### src/rtl/hz_pkg.sv
// Shared types for the bypass and interlock logic.
// Assumes the operand multiplexer in execute decodes these exact codes.
package hz_pkg;

    // Operand source codes for the execute-stage multiplexers
    typedef enum logic [1:0] {
        FWD_REGFILE = 2'b00,
        FWD_MEMWB   = 2'b01,
        FWD_EXMEM   = 2'b10
    } fwd_sel_e;

endpackage

### src/rtl/hz_stage_track.sv
// Carries the hazard fields (sources, destination, write, load) of each
// instruction from decode through execute, memory and write-back.
// Assumes the pipeline advances every cycle except that a bubble replaces
// the decode instruction at the execute boundary.
module hz_stage_track #(
    parameter int AW = 5
) (
    input  logic          clk,
    input  logic          rst_n,
    input  logic          bubble,
    input  logic [AW-1:0] dec_rs,
    input  logic [AW-1:0] dec_rt,
    input  logic [AW-1:0] dec_rd,
    input  logic          dec_wr,
    input  logic          dec_ld,
    output logic [AW-1:0] ex_rs,
    output logic [AW-1:0] ex_rt,
    output logic [AW-1:0] ex_rd,
    output logic          ex_wr,
    output logic          ex_ld,
    output logic [AW-1:0] mem_rd,
    output logic          mem_wr,
    output logic          mem_ld,
    output logic [AW-1:0] wb_rd,
    output logic          wb_wr
);

    // Execute-stage copy: take decode fields or a zeroed bubble
    always_ff @(posedge clk) begin
        if (!rst_n) begin
            ex_rs <= '0;
            ex_rt <= '0;
            ex_rd <= '0;
            ex_wr <= 1'b0;
            ex_ld <= 1'b0;
        end else if (bubble) begin
            ex_rs <= '0;
            ex_rt <= '0;
            ex_rd <= '0;
            ex_wr <= 1'b0;
            ex_ld <= 1'b0;
        end else begin
            ex_rs <= dec_rs;
            ex_rt <= dec_rt;
            ex_rd <= dec_rd;
            ex_wr <= dec_wr;
            ex_ld <= dec_ld;
        end
    end

    // Memory-stage copy: always advances from execute
    always_ff @(posedge clk) begin
        if (!rst_n) begin
            mem_rd <= '0;
            mem_wr <= 1'b0;
            mem_ld <= 1'b0;
        end else begin
            mem_rd <= ex_rd;
            mem_wr <= ex_wr;
            mem_ld <= ex_ld;
        end
    end

    // Write-back-stage copy: always advances from memory
    always_ff @(posedge clk) begin
        if (!rst_n) begin
            wb_rd <= '0;
            wb_wr <= 1'b0;
        end else begin
            wb_rd <= mem_rd;
            wb_wr <= mem_wr;
        end
    end

    AST_BUBBLE_NO_WRITE: assert property (@(posedge clk) disable iff (!rst_n)
        bubble |=> (!ex_wr && !ex_ld));

    AST_MEM_FOLLOWS_EX: assert property (@(posedge clk) disable iff (!rst_n)
        $past(rst_n) |-> (mem_wr == $past(ex_wr)));

endmodule

### src/rtl/hz_fwd_pick.sv
// Chooses the source of one execute-stage operand by comparing its register
// number against the memory-stage and write-back-stage destinations.
// Assumes register 0 is hard-wired and never a real destination.
module hz_fwd_pick
    import hz_pkg::*;
#(
    parameter int AW = 5
) (
    input  logic [AW-1:0] src,
    input  logic [AW-1:0] mem_rd,
    input  logic          mem_wr,
    input  logic [AW-1:0] wb_rd,
    input  logic          wb_wr,
    output fwd_sel_e      sel
);

    logic hit_mem;
    logic hit_wb;

    // Match detection against each later stage
    always_comb begin
        hit_mem = mem_wr && (mem_rd != '0) && (mem_rd == src);
        hit_wb  = wb_wr  && (wb_rd  != '0) && (wb_rd  == src);
    end

    // Priority: the newer (memory-stage) result wins
    always_comb begin
        if (hit_mem) begin
            sel = FWD_EXMEM;
        end else if (hit_wb) begin
            sel = FWD_MEMWB;
        end else begin
            sel = FWD_REGFILE;
        end
    end

endmodule

### src/rtl/hz_load_guard.sv
// Detects a load in execute whose destination is read by the decode
// instruction, and requests a one-cycle stall.
// Assumes every decode source is compared, whether or not it is used.
module hz_load_guard #(
    parameter int AW   = 5,
    parameter int NSRC = 2
) (
    input  logic [AW-1:0] dec_src [NSRC],
    input  logic [AW-1:0] ex_rd,
    input  logic          ex_wr,
    input  logic          ex_ld,
    output logic          stall
);

    logic [NSRC-1:0] src_hit;
    logic            ld_live;

    // A load counts only if it really writes a non-zero register
    always_comb begin
        ld_live = ex_ld && ex_wr && (ex_rd != '0);
    end

    // Per-source comparison against the load destination
    for (genvar g = 0; g < NSRC; g++) begin : g_src
        always_comb begin
            src_hit[g] = (dec_src[g] == ex_rd);
        end
    end

    // Stall when any source reads the pending load result
    always_comb begin
        stall = ld_live && (|src_hit);
    end

endmodule

### src/rtl/hz_bypass_interlock.sv
// Top of the data-hazard logic: tracks hazard fields down the pipeline,
// drives the execute operand selects and the load-use stall controls.
// Assumes register-file write-back is visible to a same-cycle read.
module hz_bypass_interlock
    import hz_pkg::*;
#(
    parameter int AW = 5
) (
    input  logic          clk,
    input  logic          rst_n,
    input  logic [AW-1:0] dec_rs,
    input  logic [AW-1:0] dec_rt,
    input  logic [AW-1:0] dec_rd,
    input  logic          dec_wr,
    input  logic          dec_ld,
    output logic [1:0]    fwd_a_sel,
    output logic [1:0]    fwd_b_sel,
    output logic          front_hold,
    output logic          ctrl_bubble
);

    localparam int NSRC = 2;

    logic [AW-1:0] ex_rs;
    logic [AW-1:0] ex_rt;
    logic [AW-1:0] ex_rd;
    logic          ex_wr;
    logic          ex_ld;
    logic [AW-1:0] mem_rd;
    logic          mem_wr;
    logic          mem_ld;
    logic [AW-1:0] wb_rd;
    logic          wb_wr;
    logic          stall;
    logic [AW-1:0] dec_src [NSRC];
    logic [AW-1:0] ex_src  [NSRC];
    fwd_sel_e      sel     [NSRC];

    // Gather per-operand source numbers for decode and execute
    always_comb begin
        dec_src[0] = dec_rs;
        dec_src[1] = dec_rt;
        ex_src[0]  = ex_rs;
        ex_src[1]  = ex_rt;
    end

    hz_stage_track #(.AW(AW)) u_track (
        .clk    (clk),
        .rst_n  (rst_n),
        .bubble (stall),
        .dec_rs (dec_rs),
        .dec_rt (dec_rt),
        .dec_rd (dec_rd),
        .dec_wr (dec_wr),
        .dec_ld (dec_ld),
        .ex_rs  (ex_rs),
        .ex_rt  (ex_rt),
        .ex_rd  (ex_rd),
        .ex_wr  (ex_wr),
        .ex_ld  (ex_ld),
        .mem_rd (mem_rd),
        .mem_wr (mem_wr),
        .mem_ld (mem_ld),
        .wb_rd  (wb_rd),
        .wb_wr  (wb_wr)
    );

    for (genvar g = 0; g < NSRC; g++) begin : g_op
        hz_fwd_pick #(.AW(AW)) u_pick (
            .src    (ex_src[g]),
            .mem_rd (mem_rd),
            .mem_wr (mem_wr),
            .wb_rd  (wb_rd),
            .wb_wr  (wb_wr),
            .sel    (sel[g])
        );
    end

    hz_load_guard #(.AW(AW), .NSRC(NSRC)) u_guard (
        .dec_src (dec_src),
        .ex_rd   (ex_rd),
        .ex_wr   (ex_wr),
        .ex_ld   (ex_ld),
        .stall   (stall)
    );

    // Drive the block outputs
    always_comb begin
        fwd_a_sel   = sel[0];
        fwd_b_sel   = sel[1];
        front_hold  = stall;
        ctrl_bubble = stall;
    end

    AST_STALL_ONE_CYCLE: assert property (@(posedge clk) disable iff (!rst_n)
        front_hold |=> !front_hold);

    AST_HOLD_NEEDS_LOAD: assert property (@(posedge clk) disable iff (!rst_n)
        front_hold |-> (ex_ld && ex_wr));

    AST_NO_LOAD_FROM_EXMEM: assert property (@(posedge clk) disable iff (!rst_n)
        ((fwd_a_sel == 2'b10) || (fwd_b_sel == 2'b10)) |-> !mem_ld);

    AST_ZERO_NEVER_FWD_A: assert property (@(posedge clk) disable iff (!rst_n)
        (fwd_a_sel != 2'b00) |-> (ex_rs != '0));

    AST_ZERO_NEVER_FWD_B: assert property (@(posedge clk) disable iff (!rst_n)
        (fwd_b_sel != 2'b00) |-> (ex_rt != '0));

    AST_PRIORITY_A: assert property (@(posedge clk) disable iff (!rst_n)
        (fwd_a_sel == 2'b01) |-> !(mem_wr && (mem_rd == ex_rs)));

    AST_SEL_LEGAL: assert property (@(posedge clk) disable iff (!rst_n)
        (fwd_a_sel != 2'b11) && (fwd_b_sel != 2'b11));

endmodule

### config.mk
export PLATFORM = sky130hd
export DESIGN_NAME = hz_bypass_interlock
export DESIGN_NICKNAME = d
export VERILOG_FILES = /design/src/rtl/hz_pkg.sv /design/src/rtl/hz_stage_track.sv /design/src/rtl/hz_fwd_pick.sv /design/src/rtl/hz_load_guard.sv /design/src/rtl/hz_bypass_interlock.sv
export SDC_FILE = /design/constraint.sdc
export NUM_CORES = 1
export LEC_CHECK = 0
export BUFFER_PORTS_ARGS = -buffer_cell sky130_fd_sc_hd__buf_4
export CAP_MARGIN = 40
export CELL_PAD_IN_SITES_DETAIL_PLACEMENT = 1
export CELL_PAD_IN_SITES_GLOBAL_PLACEMENT = 1
export CORE_UTILIZATION = 41
export CTS_CLUSTER_SIZE = 10
export DETAILED_ROUTE_END_ITERATION = 16
export PLACE_DENSITY = 0.85
export SLEW_MARGIN = 0
export SYNTH_ARGS = -nofsm -noshare
export SYNTH_HDL_FRONTEND = slang
export SYNTH_SLANG_ARGS = --single-unit
### constraint.sdc
create_clock -name clk -period 2.8 [get_ports clk]
set_clock_uncertainty 0.2 [all_clocks]
set_input_delay 0.28 -clock clk [delete_from_list [all_inputs] [get_ports clk]]
set_output_delay 0.28 -clock clk [all_outputs]
set_load 0.05 [all_outputs]
==> metrics.md, run 1 <==
| Metric | Value |
|---|---|
| Worst skew pair latency | 330 ps |
| Grt total ovfl | 0 |
| Sequential fraction of design power | 52.3% |
| TritonCTS buffer count | 5 |
| Avg Cell Area, Syn | 10.0 um^2 |
| Max-cap violations | 0 |
| IO buf count | 24 |
| CTS tree | built |
| Core Region | 3080 um^2 |
| Gr usage total | 20.2% |
| Critical Path Source | u_track.mem_rd[2]$_SDFF_PN0_ |
| Kind of critical path | reg -> out |
| Synthesized Nets | 153 |
| Final WL | 2.97 mm |
| Synth-to-layout area growth | 27.7% |
| Slew Viols, Final | 0 |
| Initial core utilization | 43.5% |
| Placed insts | 195 |
| Setup crit end kind | output port |
| Hold_sp | dec_rd[0] |
| Clk sink count | 29 |
| Post-route clock period utilization | 87.4% |
| Post-Layout Cell Count | 217 |
| Peak supply drop | 339 uV |
| Yosys cell types | 22 |
| Most frequent cells in the layout | 29 x dfxtp_1, 26 x buf_4, 19 x nand2_1 |
| Gpl congestion | 0.803 |
| DIE AREA | 3500 um^2 |
| Power Dens Cells | 504 nW/um^2 |
| Logic pwr share | 14.0% |
| Largest net degree at the start of global routing | 30 |
| Worst slew margin | 67.7% |
| R2R Path Start | u_track.ex_rd[1]$_SDFF_PP0_ |
| Post-route antenna net violation count | 0 |
| I/O pin count | 25 |
| Fin. Hold Viols | 0 |
| Nets | 191 |
| Worst min path class | in -> reg |
| Pint | 0.645 mW |
| Static Leak | 0.746 nW |
| Syn Inst Count | 134 |
| Synth Warn # | 0 |
| Critical Path RT | 2320 ps |
| Share of layout cells above drive strength 1 | 28.9% |
| Final min period | 2450 ps |
| Drt initial violations | 26 |
| Post-synthesis cell area | 1340 um^2 |
| WP data arrival | 1970 ps |
| F_max | 409 MHz |
| CTS clk-pin slew, worst paths | 100 ps |
| Startpoint Class | flip-flop |
| Util after Layout | 55.6% |
| Antenna diodes | 0 |
| Routed length per instance | 13.7 um |
| First-pass GRT wire length | 5.01 mm |
| Worst Path Max Fanout | 4 |
| Post-DP HPWL | 2.11 mm |
| Flops & latches, synth | 29 |
| Switch share | 25.3% |
| Final Setup Violations | 0 |
| Clock share of power | 33.6% |
| P_sw | 0.219 mW |
| CTS Buffer Depth | 2 |
| Worst Max-Slew Pin Slew | 480 ps |
| Initial antenna violation count | 0 |
| Drt pass-1 iters | 4 |
| Seq/Total Area, Yosys | 43.3% |
| Vias per cell | 4.82 |
| Outcome | finished clean |
| CTS root buf | clkbuf_4 |
| H-tree levels | 2 |
| Fin Setup TNS | 0 ps |
| DRC errors left | 0 |
| Vias in the first global route | 1060 |
| Die H | 59.2 um |
| Chip Width | 59.2 um |
| Rows | 20 |
| Commonest non-fill, non-tap cell in the layout | dfxtp_1 |
| RSZ-0062 raised after global routing | false |
| Vias | 1046 |
power by group through the flow:
stage	registers, mW	clock network [mW]	logic [mW]
6_report	0.452	0.290	0.121
5_1_grt	0.455	0.318	0.134
4_1_cts	0.452	0.298	0.122
3_5_place_dp	0.462	0	0.106
3_3_place_gp	0.461	0	0.102
2_1_floorplan	0.456	0	0.0752
metal layers:
metal	GRT usage, %	vias to the layer above	wire length, um	share of wire (%)
li1	-	518	-	-
met1	22.6	501	1250	42
met2	35.4	25	1580	53
met3	6.55	2	117	3.9
met4	8.16	0	25	0.84
met5	0	-	0	0
critical path, cell delays in order (launching register included):
cell	delay, ps
dfxtp_1	360
or4_1	520
o21ai_2	150
nor4_1	100
nor4_2	270
buf_4	230
Yosys cell counts:
cell           instances  area share, %
dfxtp_1               29             43
nand2_1               19            5.3
xnor2_1               16             10
xor2_1                14            9.2
and2_1                11            5.1
a21oi_2               10            6.5
a21oi_1                7            2.6
nand3_1                4            1.5
or4_1                  4            2.2
buf_4                  3            1.7
buf_6                  3            2.5
and2_2                 2            1.1
nor4_1                 2           0.93
nor4_2                 2            1.9
buf_12                 1            1.5
clkbuf_1               1           0.28
dlygate4sd1_1          1           0.65
o21ai_1                1           0.37
o21ai_2                1           0.65
o22ai_2                1           0.93
o311a_1                1           0.75
or3_1                  1           0.47
final cells by class:
| type | count | area, um^2 |
|---|---|---|
| Sequential cell | 29 | 581 |
| Multi-Input combinational cell | 96 | 671 |
| Tap cell | 44 | 55.1 |
| Fill cell | 363 | 1370 |
| Clock inverter | 1 | 5.00 |
| Timing Repair Buffer | 40 | 335 |
| Clock buffer | 7 | 65.1 |
through the flow:
stage | area (um^2) | power [mW] | setup slack [ps] | hold WS, ps
global placement | 1500 | 0.562 | 744 | 254
detailed placement | 1500 | 0.568 | 705 | 263
floorplan | 1340 | 0.531 | 274 | 196
finish | 1710 | 0.864 | 354 | 12.2
global route | 1710 | 0.907 | 250 | 2.26
CTS | 1710 | 0.872 | 332 | 2.43
worst paths after layout:
check / endpoint / slack [ps] / cells past startpoint
hold / removal: u_track.ex_rd[0]$_SDFF_PP0_ / 10 / 3
setup reg to reg: u_track.ex_rt[1]$_SDFF_PP0_ / 1060 / 4
setup / recovery: fwd_a_sel[0] / 350 / 5
hold reg to reg: u_track.mem_wr$_SDFF_PN0_ / 300 / 1
registers in the layout (all words and copies together) (netlist names):
register        flops
u_track.ex_rd       5
u_track.ex_rs       5
u_track.ex_rt       5
u_track.mem_rd      5
u_track.wb_rd       5
u_track.ex_ld       1
u_track.ex_wr       1
u_track.mem_wr      1
u_track.wb_wr       1
cell families (layout without fill, tap and decap cells):
family | Yosys count | after routing | synth area share (%)
flip-flops | 29 | 29 | 43.3
AO/OA/AOI/OAI | 21 | 21 | 11.9
buffers and inverters | 9 | 48 | 6.63
XOR/XNOR | 30 | 30 | 19.6
AND/OR/NAND/NOR | 45 | 45 | 18.6
timing repair:
action	in CTS	in global routing
setup endpoints to repair	0	0
resized for setup	0	0
hold buffers	14	0
hold endpoints to repair	14	0
buffers inserted	0	0
Note: power is estimated with default switching activity, not from simulation.
==> run 2, diff against run 1 <==
--- a/config.mk
+++ b/config.mk
@@ -13,6 +13,7 @@
 export CTS_CLUSTER_SIZE = 10
 export DETAILED_ROUTE_END_ITERATION = 16
 export PLACE_DENSITY = 0.85
+export SETUP_SLACK_MARGIN = 0.5
 export SLEW_MARGIN = 0
 export SYNTH_ARGS = -nofsm -noshare
 export SYNTH_HDL_FRONTEND = slang
==> run 2 against run 1 <==
Critical path depth down 1. Combinational power up 24%. Clock power up 2%. Routed wire length up 22%. Sequential power about the same. Non-clock buffer count up 7. Worst hold slack worse by 1.9 ps. Sequential share of layout area down 2.4 points. Critical endpoint is now fwd_b_sel[0]. Largest cell class unchanged.
==> metrics.md, run 2 (same netlist as run 1, synthesis figures left out) <==
| Metric | Value |
|---|---|
| Outcome | finished clean |
| Static Leak | 0.813 nW |
| Chip Width | 59.2 um |
| Post-Layout Cell Count | 224 |
| Vias | 1083 |
| CTS root buf | clkbuf_4 |
| Worst Path Max Fanout | 2 |
| Post-DP HPWL | 2.17 mm |
| Critical Path RT | 2320 ps |
| Tot Pwr | 0.898 mW |
| Worst setup margin | 417 ps |
| Most frequent cells in the layout | 27 x buf_4, 19 x nand2_1, 18 x dfxtp_1 |
| Critical Path Source | u_track.ex_rt[3]$_SDFF_PP0_ |
| Vias in the first global route | 1196 |
| Worst min path class | in -> reg |
| Antenna diodes | 0 |
| R2R Path Start | u_track.ex_rd[1]$_SDFF_PP0_ |
| Post-DP Area | 1520 um^2 |
| Share of layout cells above drive strength 1 | 42.2% |
| Final Hold Slack | 10.3 ps |
| Gr usage total | 22.3% |
| Clk sink count | 29 |
| RSZ-0062 raised after global routing | true |
| Final WL | 3.63 mm |
| Fin. Hold Viols | 0 |
| Slew Viols, Final | 0 |
| Drt initial violations | 43 |
| Die H | 59.2 um |
| Fin Setup TNS | 0 ps |
| WP data arrival | 1900 ps |
| Final min period | 2380 ps |
| CTS Buffer Depth | 2 |
| Power Dens Cells | 475 nW/um^2 |
| F_max | 420 MHz |
| Worst Max-Slew Pin Slew | 317 ps |
| Commonest non-fill, non-tap cell in the layout | buf_4 |
| Setup crit end kind | output port |
| Worst skew pair latency | 340 ps |
| CTS tree | built |
| Gpl congestion | 0.751 |
| Kind of critical path | reg -> out |
| Post-route clock period utilization | 85.1% |
| Drt pass-1 iters | 4 |
| Rows | 20 |
| Worst slew margin | 78.7% |
| H-tree levels | 2 |
| Core Region | 3080 um^2 |
| I/O pin count | 25 |
| Reg2Reg Depth | 4 |
| Initial core utilization | 43.5% |
| R2R Setup Slk | 1030 ps |
| Placement Setup Slack | 661 ps |
| Startpoint Class | flip-flop |
| Max-cap violations | 0 |
| First-pass GRT wire length | 5.58 mm |
| Initial antenna violation count | 0 |
| CTS clk-pin slew, worst paths | 90 ps |
| Routed length per instance | 16.2 um |
| Nets | 198 |
| Vias per cell | 4.83 |
| Post-route antenna net violation count | 0 |
| Crit path capture | fwd_b_sel[0] |
| Placed insts | 195 |
| DRC errors left | 0 |
| Synth-to-layout area growth | 41.3% |
| Largest net degree at the start of global routing | 30 |
| TritonCTS buffer count | 5 |
| IO buf count | 24 |
| Final Setup Violations | 0 |
| Grt total ovfl | 0 |
| Design Area, Final | 1890 um^2 |
| Peak supply drop | 246 uV |
| DIE AREA | 3500 um^2 |
| Util after Layout | 61.5% |
| R2R Path End | u_track.ex_rs[2]$_SDFF_PP0_ |
-- run 2: area by class of cell --
class | count | area (um^2)
clock buffers | 7 | 65.1
clock inverters | 1 | 5.00
fillers | 353 | 1180
multi-input cells | 96 | 761
flip-flops and latches | 29 | 597
well taps | 44 | 55.1
repair buffers | 47 | 410
-- run 2: how the worst min path moves through the flow --
stage,slack [ps],to,cells after the start,from
3_5_place_dp,250,u_track.mem_wr$_SDFF_PN0_,1,u_track.ex_wr$_SDFF_PP0_
2_1_floorplan,200,u_track.ex_rs[0]$_SDFF_PP0_,2,dec_rs[0]
4_1_cts,4,u_track.ex_rt[4]$_SDFF_PP0_,3,dec_rt[4]
5_1_grt,0.8,u_track.ex_rs[3]$_SDFF_PP0_,3,dec_rs[3]
6_report,10,u_track.ex_rt[4]$_SDFF_PP0_,3,dec_rt[4]
3_3_place_gp,250,u_track.mem_wr$_SDFF_PN0_,1,u_track.ex_wr$_SDFF_PP0_
-- run 2: worst max-delay path, cell delays in order (launching register included) --
cell and delay (ps):
dfxtp_2 360, xor2_1 170, or4_4 550, nor4_4 290, buf_6 190
-- run 2: layer usage --
layer  vias to the layer above  GRT usage, %  wire, um
met1                       517          23.1      1390
li1                        529             -         -
met5                         -             0         0
met2                        30          41.9      2050
met4                         0          11.6        80
met3                         7          4.80       115
-- run 2: what timing repair did --
| item | CTS | global route |
|---|---|---|
| hold buffers | 14 | 0 |
| pin swaps | 7 | 5 |
| gates cloned | 0 | 0 |
| gates resized for setup | 20 | 10 |
| endpoints found under the setup margin | 4 | 5 |
| buffers inserted | 4 | 3 |
| hold endpoints to repair | 14 | 0 |
-- run 2: power breakdown --
part	internal [mW]	total, mW	switching (mW)
logic	0.0789	0.150	0.0709
clock network	0.145	0.295	0.150
registers	0.432	0.453	0.0211
==> run 3, diff against run 2 <==
--- a/config.mk
+++ b/config.mk
@@ -9,10 +9,11 @@
 export CAP_MARGIN = 40
 export CELL_PAD_IN_SITES_DETAIL_PLACEMENT = 1
 export CELL_PAD_IN_SITES_GLOBAL_PLACEMENT = 1
-export CORE_UTILIZATION = 41
+export CORE_UTILIZATION = 37
 export CTS_CLUSTER_SIZE = 10
 export DETAILED_ROUTE_END_ITERATION = 16
-export PLACE_DENSITY = 0.85
+export PLACE_DENSITY = 0.81
+export REMOVE_ABC_BUFFERS = 1
 export SETUP_SLACK_MARGIN = 0.5
 export SLEW_MARGIN = 0
 export SYNTH_ARGS = -nofsm -noshare
==> constraint.sdc (replaced) <==
create_clock -name clk -period 2 [get_ports clk]
set_clock_uncertainty 0.2 [all_clocks]
set_input_delay 0.2 -clock clk [delete_from_list [all_inputs] [get_ports clk]]
set_output_delay 0.2 -clock clk [all_outputs]
set_load 0.05 [all_outputs]
==> run 3 against run 2 <==
Global-route usage fell by 2.5 points. Largest cell class unchanged. Critical path depth is 1 higher. Sequential cell count did not move. Sequential power rose by 40%. Sequential share of layout area shrank 4.2 points. Worst setup slack worse by 740 ps. First-iteration DRC count fell by 84%. Worst hold slack better by 28 ps. Cell count is 7.1% higher. The flow now finishes with violations (setup timing). Clock power increased by 40%. Highest routed layer unchanged. Critical endpoint unchanged. Utilization rose by 2.8 points.
==> metrics.md, run 3 (same netlist as run 1, synthesis figures left out) <==
| Metric | Value |
|---|---|
| Outcome | complete, but fails checks |
| Violated checks | setup timing |
| Worst setup margin | -325 ps |
| H-tree levels | 2 |
| Worst slew margin | 79.8% |
| Core Region | 3420 um^2 |
| Worst path most repeated cell | or4_4 |
| Worst Path Max Fanout | 3 |
| Most frequent cells in the layout | 31 x buf_4, 18 x nand2_1, 18 x dfxtp_1 |
| R2R Path Start | u_track.ex_rd[0]$_SDFF_PP0_ |
| Chip Width | 62.2 um |
| Fin. Hold Viols | 0 |
| Static Leak | 0.929 nW |
| Drt initial violations | 7 |
| Initial core utilization | 39.2% |
| RSZ-0062 raised after global routing | true |
| Cell family with most CP delay | simple AND/OR/NAND/NOR gates |
| Hold Path End | u_track.ex_rd[0]$_SDFF_PP0_ |
| Power Dens Cells | 601 nW/um^2 |
| Util after Layout | 64.3% |
| DRC errors left | 0 |
| Post-Layout Cell Count | 240 |
| Final min period | 2330 ps |
| CTS root buf | clkbuf_4 |
| Reg2Reg Depth | 5 |
| Share of layout cells above drive strength 1 | 53.1% |
| CTS Buffer Depth | 2 |
| Rows | 21 |
| Die H | 62.2 um |
| Hold_sp | rst_n |
| Gpl congestion | 0.868 |
| Post-route antenna net violation count | 0 |
| DIE AREA | 3870 um^2 |
| Vias in the first global route | 1257 |
| Largest net degree at the start of global routing | 30 |
| Worst Max-Slew Pin Slew | 301 ps |
| TritonCTS buffer count | 5 |
| Vias per cell | 4.91 |
| Clk sink count | 29 |
| Kind of critical path | reg -> out |
| Commonest non-fill, non-tap cell in the layout | buf_4 |
| Placement Setup Slack | -48.3 ps |
| Final WL | 4.18 mm |
| Final Setup Violations | 6 |
| Grt total ovfl | 0 |
| I/O pin count | 25 |
| Worst min path class | in -> reg |
| Peak supply drop | 350 uV |
| IO buf count | 24 |
| First-pass GRT wire length | 5.81 mm |
| Post-route clock period utilization | 116% |
| Initial antenna violation count | 0 |
| Antenna diodes | 0 |
| Slew Viols, Final | 0 |
| Nets | 212 |
| CP bufs+invs | 1 |
| WP data arrival | 1930 ps |
| CTS tree | built |
| Drt pass-1 iters | 4 |
| Slowest stage delay, CP | 550 ps |
| Vias | 1178 |
| Fin Setup TNS | -1260 ps |
| Slowest-stage cell, CP | or4_4 |
| Post-DP HPWL | 2.23 mm |
| WHS Path Cells | 3 |
| Synth-to-layout area growth | 64.0% |
| Worst skew pair latency | 330 ps |
| Startpoint Class | flip-flop |
| Routed length per instance | 17.4 um |
| CTS clk-pin slew, worst paths | 100 ps |
| Setup crit end kind | output port |
| Gr usage total | 19.8% |
| Critical Path RT | 1600 ps |
| F_max | 430 MHz |
| R2R Path End | u_track.ex_rd[3]$_SDFF_PP0_ |
| Cell Chain, Critical Path | or4_4 > o21ai_2 > or4_4 > nor4_4 > buf_6 |
| R2R Setup Slk | 190 ps |
| Max-cap violations | 0 |
| Placed insts | 201 |
[run 3: area by class of cell]
type                       count  area [um^2]
multi-input combinational     96          852
timing repair buffer          61          618
sequential                    29          599
clock buffer                   7         65.1
tap                           46         57.6
clock inverter                 1         5.00
fill                         365         1220
[run 3: worst max-delay path by stage]
stage	slack, ps	endpoint	startpoint	depth (start not counted)
4_1_cts	-350	fwd_a_sel[0]	u_track.wb_rd[0]$_SDFF_PN0_	5
6_report	-330	fwd_b_sel[0]	u_track.wb_rd[0]$_SDFF_PN0_	5
2_1_floorplan	-1140	fwd_a_sel[0]	u_track.mem_rd[0]$_SDFF_PN0_	4
3_3_place_gp	60	fwd_b_sel[0]	u_track.mem_rd[1]$_SDFF_PN0_	5
3_5_place_dp	-50	fwd_a_sel[0]	u_track.mem_rd[1]$_SDFF_PN0_	5
5_1_grt	-410	fwd_b_sel[0]	u_track.wb_rd[0]$_SDFF_PN0_	5
[run 3: worst register-to-register path, cell delays in order, from the launching register on]
cell and delay, ps:
dfxtp_4 370, or3_4 370, o311a_4 350, buf_4 160, buf_16 150, a21oi_2 140
[run 3: where the power goes]
| group | switching, mW | internal, mW | leakage, nW |
|---|---|---|---|
| Combinational | 0.123 | 0.153 | 0.643 |
| Sequential | 0.0283 | 0.605 | 0.244 |
| Clock | 0.209 | 0.204 | 0.0413 |
[run 3: through the flow]
step | total power [mW] | cell area, um^2 | hold WS (ps)
finish | 1.32 | 2200 | 38.1
CTS | 1.27 | 1980 | 21.8
global route | 1.38 | 2200 | 36.7
floorplan | 0.728 | 1250 | 116
global placement | 0.792 | 1530 | 241
detailed placement | 0.800 | 1530 | 247
[run 3: layer usage]
metal	global-route usage, %	part of all wire (%)	up-vias
met5	0	0	-
met4	8.72	2.7	0
met3	4.23	2.6	9
met2	40.2	59	32
met1	18.4	36	577
li1	-	-	560
[run 3: timing repair]
item                                    CTS  global route
cloned                                    1             2
resized for setup                        37            24
endpoints found under the hold margin    17             0
pin swaps                                 7            11
hold buffers                             17             0
buffers inserted                          3             8
endpoints found under the setup margin   23            23
